**config.mk**
```make
export PLATFORM = sky130hd
export DESIGN_NAME = pwm12_gen
export DESIGN_NICKNAME = d
export VERILOG_FILES = /design/src/rtl/pwm12_pkg.sv /design/src/rtl/pwm12_regs.sv /design/src/rtl/pwm12_core.sv /design/src/rtl/pwm12_outdrv.sv /design/src/rtl/pwm12_gen.sv
export SDC_FILE = /design/constraint.sdc
export NUM_CORES = 1
export LEC_CHECK = 0
export ABC_AREA = 1
export BUFFER_PORTS_ARGS = -buffer_cell sky130_fd_sc_hd__buf_4
export CORE_MARGIN = 2
export CORE_UTILIZATION = 50
export DETAILED_ROUTE_END_ITERATION = 12
export PLACE_DENSITY = 0.68
export SKIP_LAST_GASP = 1
export SYNTH_ARGS = -nofsm -noshare
export SYNTH_HDL_FRONTEND = slang
export SYNTH_HIERARCHICAL = 1
export SYNTH_SLANG_ARGS = --single-unit
```
**constraint.sdc**
```tcl
create_clock -name clk -period 3.15 [get_ports clk]
set_clock_uncertainty 0.05 [all_clocks]
set_input_delay 0.1575 -clock clk [delete_from_list [all_inputs] [get_ports clk]]
set_output_delay 0.1575 -clock clk [all_outputs]
set_load 0.01 [all_outputs]
```
**src/rtl/pwm12_pkg.sv**
```systemverilog
package pwm12_pkg;

    // Waveform phase of the generator
    typedef enum logic [1:0] {
        ST_HALT = 2'd0,   // shadow period is zero
        ST_ON   = 2'd1,   // active phase
        ST_OFF  = 2'd2    // inactive remainder of the period
    } pwm_state_t;

    // Register offsets on the byte bus
    localparam int ADDR_PER_LO = 0;
    localparam int ADDR_PER_HI = 1;
    localparam int ADDR_DUT_LO = 2;
    localparam int ADDR_DUT_HI = 3;
    localparam int ADDR_CTRL   = 4;

endpackage

```
**src/rtl/pwm12_regs.sv**
```systemverilog
module pwm12_regs
    import pwm12_pkg::*;
#(
    parameter int CNT_W  = 12,
    parameter int DATA_W = 8,
    parameter int ADDR_W = 3
) (
    input  logic              clk,
    input  logic              rst_n,
    input  logic              bus_wr,
    input  logic              bus_rd,
    input  logic [ADDR_W-1:0] bus_addr,
    input  logic [DATA_W-1:0] bus_wdata,
    output logic [DATA_W-1:0] bus_rdata,
    output logic [CNT_W-1:0]  per_val,
    output logic [CNT_W-1:0]  dut_val,
    output logic              pol
);

    localparam int HI_W = CNT_W - DATA_W;

    logic [DATA_W-1:0] per_lo_q, dut_lo_q;
    logic [HI_W-1:0]   per_hi_q, dut_hi_q;
    logic              pol_q;
    logic [DATA_W-1:0] rd_mux;

    // Write decode
    always_ff @(posedge clk) begin
        if (!rst_n) begin
            per_lo_q <= '0;
            per_hi_q <= '0;
            dut_lo_q <= '0;
            dut_hi_q <= '0;
            pol_q    <= 1'b0;
        end else if (bus_wr) begin
            if (bus_addr == ADDR_W'(ADDR_PER_LO)) per_lo_q <= bus_wdata;
            if (bus_addr == ADDR_W'(ADDR_PER_HI)) per_hi_q <= bus_wdata[HI_W-1:0];
            if (bus_addr == ADDR_W'(ADDR_DUT_LO)) dut_lo_q <= bus_wdata;
            if (bus_addr == ADDR_W'(ADDR_DUT_HI)) dut_hi_q <= bus_wdata[HI_W-1:0];
            if (bus_addr == ADDR_W'(ADDR_CTRL))   pol_q    <= bus_wdata[0];
        end
    end

    // Read select, unimplemented bits padded with zero
    always_comb begin
        rd_mux = '0;
        if (bus_addr == ADDR_W'(ADDR_PER_LO)) rd_mux = per_lo_q;
        if (bus_addr == ADDR_W'(ADDR_PER_HI)) rd_mux = {{(DATA_W-HI_W){1'b0}}, per_hi_q};
        if (bus_addr == ADDR_W'(ADDR_DUT_LO)) rd_mux = dut_lo_q;
        if (bus_addr == ADDR_W'(ADDR_DUT_HI)) rd_mux = {{(DATA_W-HI_W){1'b0}}, dut_hi_q};
        if (bus_addr == ADDR_W'(ADDR_CTRL))   rd_mux = {{(DATA_W-1){1'b0}}, pol_q};
    end

    always_ff @(posedge clk) begin
        if (!rst_n)      bus_rdata <= '0;
        else if (bus_rd) bus_rdata <= rd_mux;
    end

    assign per_val = {per_hi_q, per_lo_q};
    assign dut_val = {dut_hi_q, dut_lo_q};
    assign pol     = pol_q;

endmodule

```
**src/rtl/pwm12_core.sv**
```systemverilog
module pwm12_core
    import pwm12_pkg::*;
#(
    parameter int CNT_W = 12
) (
    input  logic             clk,
    input  logic             rst_n,
    input  logic             tick,
    input  logic [CNT_W-1:0] per_val,
    input  logic [CNT_W-1:0] dut_val,
    output pwm_state_t       state,
    output logic [CNT_W-1:0] cnt,
    output logic [CNT_W-1:0] sh_per,
    output logic [CNT_W-1:0] sh_dut
);

    pwm_state_t       state_q, state_d;
    logic [CNT_W-1:0] cnt_q, cnt_d;
    logic [CNT_W-1:0] sh_per_q, sh_per_d;
    logic [CNT_W-1:0] sh_dut_q, sh_dut_d;
    logic [CNT_W-1:0] cnt_inc;
    logic             at_wrap;
    logic             do_load;

    assign cnt_inc = cnt_q + CNT_W'(1);
    assign at_wrap = (sh_per_q == '0) || (cnt_q == sh_per_q - CNT_W'(1));
    assign do_load = tick && at_wrap;

    // State register
    always_ff @(posedge clk) begin
        if (!rst_n) begin
            state_q  <= ST_HALT;
            cnt_q    <= '0;
            sh_per_q <= '0;
            sh_dut_q <= '0;
        end else begin
            state_q  <= state_d;
            cnt_q    <= cnt_d;
            sh_per_q <= sh_per_d;
            sh_dut_q <= sh_dut_d;
        end
    end

    // Next state: T_LOAD, T_EXPIRE, T_HOLD
    always_comb begin
        state_d  = state_q;
        cnt_d    = cnt_q;
        sh_per_d = sh_per_q;
        sh_dut_d = sh_dut_q;
        if (do_load) begin
            cnt_d    = '0;
            sh_per_d = per_val;
            sh_dut_d = dut_val;
            if (per_val == '0)      state_d = ST_HALT;
            else if (dut_val != '0) state_d = ST_ON;
            else                    state_d = ST_OFF;
        end else if (tick) begin
            cnt_d = cnt_inc;
            unique case (state_q)
                ST_HALT: state_d = ST_HALT;
                ST_ON:   state_d = (cnt_inc < sh_dut_q) ? ST_ON : ST_OFF;
                ST_OFF:  state_d = ST_OFF;
                default: state_d = ST_HALT;
            endcase
        end
    end

    assign state  = state_q;
    assign cnt    = cnt_q;
    assign sh_per = sh_per_q;
    assign sh_dut = sh_dut_q;

endmodule

```
**src/rtl/pwm12_outdrv.sv**
```systemverilog
module pwm12_outdrv
    import pwm12_pkg::*;
#(
    parameter int N_OUT = 3
) (
    input  pwm_state_t       state,
    input  logic             pol,
    output logic [N_OUT-1:0] pins
);

    logic active;

    // Output process: active phase drives the level opposite to polarity
    always_comb begin
        unique case (state)
            ST_ON:   active = 1'b1;
            ST_OFF:  active = 1'b0;
            ST_HALT: active = 1'b0;
            default: active = 1'b0;
        endcase
    end

    for (genvar i = 0; i < N_OUT; i++) begin : g_pin
        assign pins[i] = active ^ pol;
    end

endmodule

```
**src/rtl/pwm12_gen.sv**
```systemverilog
module pwm12_gen
    import pwm12_pkg::*;
#(
    parameter int CNT_W  = 12,
    parameter int DATA_W = 8,
    parameter int ADDR_W = 3
) (
    input  logic              clk,
    input  logic              rst_n,
    input  logic              pwm_tick,
    input  logic              bus_wr,
    input  logic              bus_rd,
    input  logic [ADDR_W-1:0] bus_addr,
    input  logic [DATA_W-1:0] bus_wdata,
    output logic [DATA_W-1:0] bus_rdata,
    output logic              out_a,
    output logic              out_b,
    output logic              out_c
);

    localparam int N_OUT = 3;

    logic [CNT_W-1:0] per_val, dut_val;
    logic             pol;
    pwm_state_t       core_state;
    logic [CNT_W-1:0] core_cnt, core_sh_per, core_sh_dut;
    logic [N_OUT-1:0] pins;

    pwm12_regs #(.CNT_W(CNT_W), .DATA_W(DATA_W), .ADDR_W(ADDR_W)) u_regs (
        .clk       (clk),
        .rst_n     (rst_n),
        .bus_wr    (bus_wr),
        .bus_rd    (bus_rd),
        .bus_addr  (bus_addr),
        .bus_wdata (bus_wdata),
        .bus_rdata (bus_rdata),
        .per_val   (per_val),
        .dut_val   (dut_val),
        .pol       (pol)
    );

    pwm12_core #(.CNT_W(CNT_W)) u_core (
        .clk     (clk),
        .rst_n   (rst_n),
        .tick    (pwm_tick),
        .per_val (per_val),
        .dut_val (dut_val),
        .state   (core_state),
        .cnt     (core_cnt),
        .sh_per  (core_sh_per),
        .sh_dut  (core_sh_dut)
    );

    pwm12_outdrv #(.N_OUT(N_OUT)) u_out (
        .state (core_state),
        .pol   (pol),
        .pins  (pins)
    );

    assign out_a = pins[0];
    assign out_b = pins[1];
    assign out_c = pins[2];

endmodule

```
==> results_dict.tcl <==
set metrics [dict create \
    synth_flop_cell "dfxtp_1" \
    core-area_um2 8220 \
    hold_viol 0 \
    drtPass1Iterations 7 \
    die_w_um 96.0 \
    max_cap_viol_count 0 \
    die_area_um2 9210 \
    slew_violations 0 \
    grt_max_degree 46 \
    pin_count 27 \
    relSlewSlack_pct 54.1 \
    synthXorXnorAreaFrac_pct 3.11 \
    synth_mux_area_share_pct 0 \
    min_period_ns 2.72 \
    stdcell_count 760 \
    grtUsageMet3_pct 4.15 \
    htree_levels 3 \
    worstSetupStartpointType "register" \
    start_util_pct 51.5 \
    ant_nets 0 \
    viasPerCell 5.18 \
    synth_seq_cells 71 \
    netlist.area_leader.share_pct 33.6 \
    synthTopCellsByArea "dfxtp_1 34%, nand2_1 13%, nor2_1 8.6%" \
    dp_hpwl_mm 7.68 \
    numCtsBuffers 9 \
    arrival_ns 2.97 \
    rows 33 \
    cts_buffer_depth 2 \
    status "completed" \
    clk_latency_ns 0.36 \
    hold_ws_ns 0.0251 \
    synth_area_um2 4230 \
    max_freq_mhz 368 \
    ctsResizeCount 0 \
    hold_path.class "in -> reg" \
    p_leak_nw 2.11 \
    rsz0062_at_grt "no" \
    cts.reportedPaths.clkPinSlew_ns 0.09 \
    use_met1_pct 27.9 \
    grt_pass1_vias 3586 \
    routed_wl_mm 10.1 \
    final_nets 681 \
    ys_seq_area_share_pct 33.6 \
    synth_area_leader_cell "dfxtp_1" \
    fin_crit_sh_pct 86.3 \
    setup-violations-final 0 \
    powerDensity_nw_per_um2 721 \
    grt-ovfl-total 0 \
    drt_iter0_markers 249 \
    gr-usage-met2_pct 41.6 \
    grt_pass1_wl_mm 16.6 \
    wl_per_cell_um 13.3 \
    syn-mean-instance-area_um2 6.66 \
    post-route-util_pct 56.2 \
    synth-adder-area-share_pct 4.44 \
    synth_compound_area_share_pct 10.4 \
    clock_sinks 71 \
    drc 0 \
    postCtsSetupBuffers 0 \
    ys_types 38 \
    irDropWorstVdd_mv 0.224 \
    synth-simple-area-share_pct 37.5 \
    track_usage_pct 23.2 \
    top_usage_layer "met2" \
    diodes 0 \
    die_y_um 96.0 \
    crit_path_max_fanout 8 \
    synth_async_sr_flop_share_pct 0 \
    antenna_found_initial 0 \
    crit_path_end_kind "register" \
    synth_top_family_by_area "simple AND/OR/NAND/NOR gates" \
    path_class "reg -> reg" \
    synth_warnings 6 \
    setup_tns_ns 0 \
    tightest_slew_ns 0.686 \
    syn2layout_area_growth_pct 9.23 \
    nFillCells 829 \
    synth_edf_count 0 \
    synthCells 635 \
    io_buffers 26 \
    num_vias 3939 \
    clockRootBuffer "clkbuf_8" \
    cts_tree "yes" \
    dp_cells 741 \
    drive_gt1_share_pct 11.8 \
    syn_nets 666 \
    crit_required_ns 3.40 \
    postCtsHoldBufs 3 \
    gp_congestion 0.851 \
]
==> Yosys cell counts (8+ instances only) <==
cell,number
a21oi_1,37
dfxtp_1,71
ha_1,15
inv_1,71
nand2_1,145
nand2_2,8
nand3_1,46
nand3b_1,23
nor2_1,97
o21ai_0,26
o21ai_1,10
xor2_1,12
==> report_power, final <==
group / switching, mW / internal (mW) / total [mW] / leakage [nW]
clock network: 0.412 / 0.312 / 0.724 / 0.101
registers: 0.127 / 1.02 / 1.15 / 0.579
logic: 0.933 / 0.525 / 1.46 / 1.43
total: 1.47 / 1.86 / 3.33 / 2.11
==> final timing paths <==
check | endpoint | cells past startpoint | start | slack, ns
worst max register to register | u_core/state[1] | 18 | u_core/cnt[3] | 0.43
worst min register to register | u_regs/bus_rdata[2] | 2 | u_regs/bus_rdata[2] | 0.43
worst min-delay path | u_regs/per_lo_q[6] | 3 | bus_wdata[6] | 0.03
worst max-delay path | u_core/state[1] | 18 | u_core/cnt[3] | 0.43
==> registers in the layout, indices dropped and copies added, names as in the netlist <==
register and flops:
u_core/cnt 12, u_core/sh_dut 12, u_core/sh_per 12, u_regs/bus_rdata 8, u_regs/dut_lo_q 8, u_regs/per_lo_q 8, u_regs/dut_hi_q 4, u_regs/per_hi_q 4
u_core/state 2, u_regs/pol 1
==> cells in the final DEF, fill, tap and decap left out, drive strengths merged <==
cell type	n
nor3	3
xor2	12
o22ai	1
buf	26
nor4	7
clkinv	4
clkbuf	9
nand4	6
nand3b	23
a21oi	41
xnor2	3
nand3	47
inv	82
ha	15
o21ai	40
or3	1
dfxtp	71
dlygate4sd3	3
nand2	156
nor2	104
or2	1
==> stage by stage <==
stage	total power [mW]	area (µm²)	setup slack, ns
final	3.33	4620	0.431
after global routing	3.64	4620	0.142
after CTS	3.35	4620	0.416
after detailed placement	2.62	4400	0.433
after global placement	2.58	4400	0.575
after floorplan	2.36	4230	0.797
==> metal layers <==
| layer | up-vias | share of wire (%) |
|---|---|---|
| li1 | 2057 | - |
| met1 | 1797 | 46 |
| met2 | 70 | 49 |
| met3 | 15 | 3.2 |
| met4 | 0 | 1.7 |
| met5 | - | 0 |
==> area by class of cell <==
class / count / area, µm² / area share (%)
Timing Repair Buffer: 29 / 225 / 4.88
Multi-Input combinational cell: 460 / 2340 / 50.8
Tap cell: 105 / 131 / 2.84
Clock inverter: 7 / 68.8 / 1.49
Inverter: 79 / 303 / 6.56
Sequential cell: 71 / 1420 / 30.8
Clock buffer: 9 / 124 / 2.68
==> worst max-delay path: stages, from the launching register on <==
cell and delay (ns):
dfxtp_1 0.47, inv_1 0.14, nor4_1 0.39, nand4_1 0.20, nor2_1 0.16, nand3_1 0.08, nand2_1 0.08, inv_1 0.05
ha_1 0.29, nand4_1 0.11, a21oi_1 0.14, nor2_1 0.07, nand2_1 0.06, nand2_1 0.04, nand2_1 0.05, nand2_1 0.05
nand2_1 0.05, nand2_1 0.05, a21oi_1 0.12
==> logic make-up (layout without fill, tap and decap cells) <==
logic type               count (synthesis)  in the layout
AND/OR/NAND/NOR                        348            348
AO/OA/AOI/OAI                           82             82
adder cells (fa/ha/maj)                 15             15
flip-flops                              71             71
buffers and inverters                  104            124
XOR/XNOR                                15             15
No activity file was read; power rests on OpenSTA's default activity.
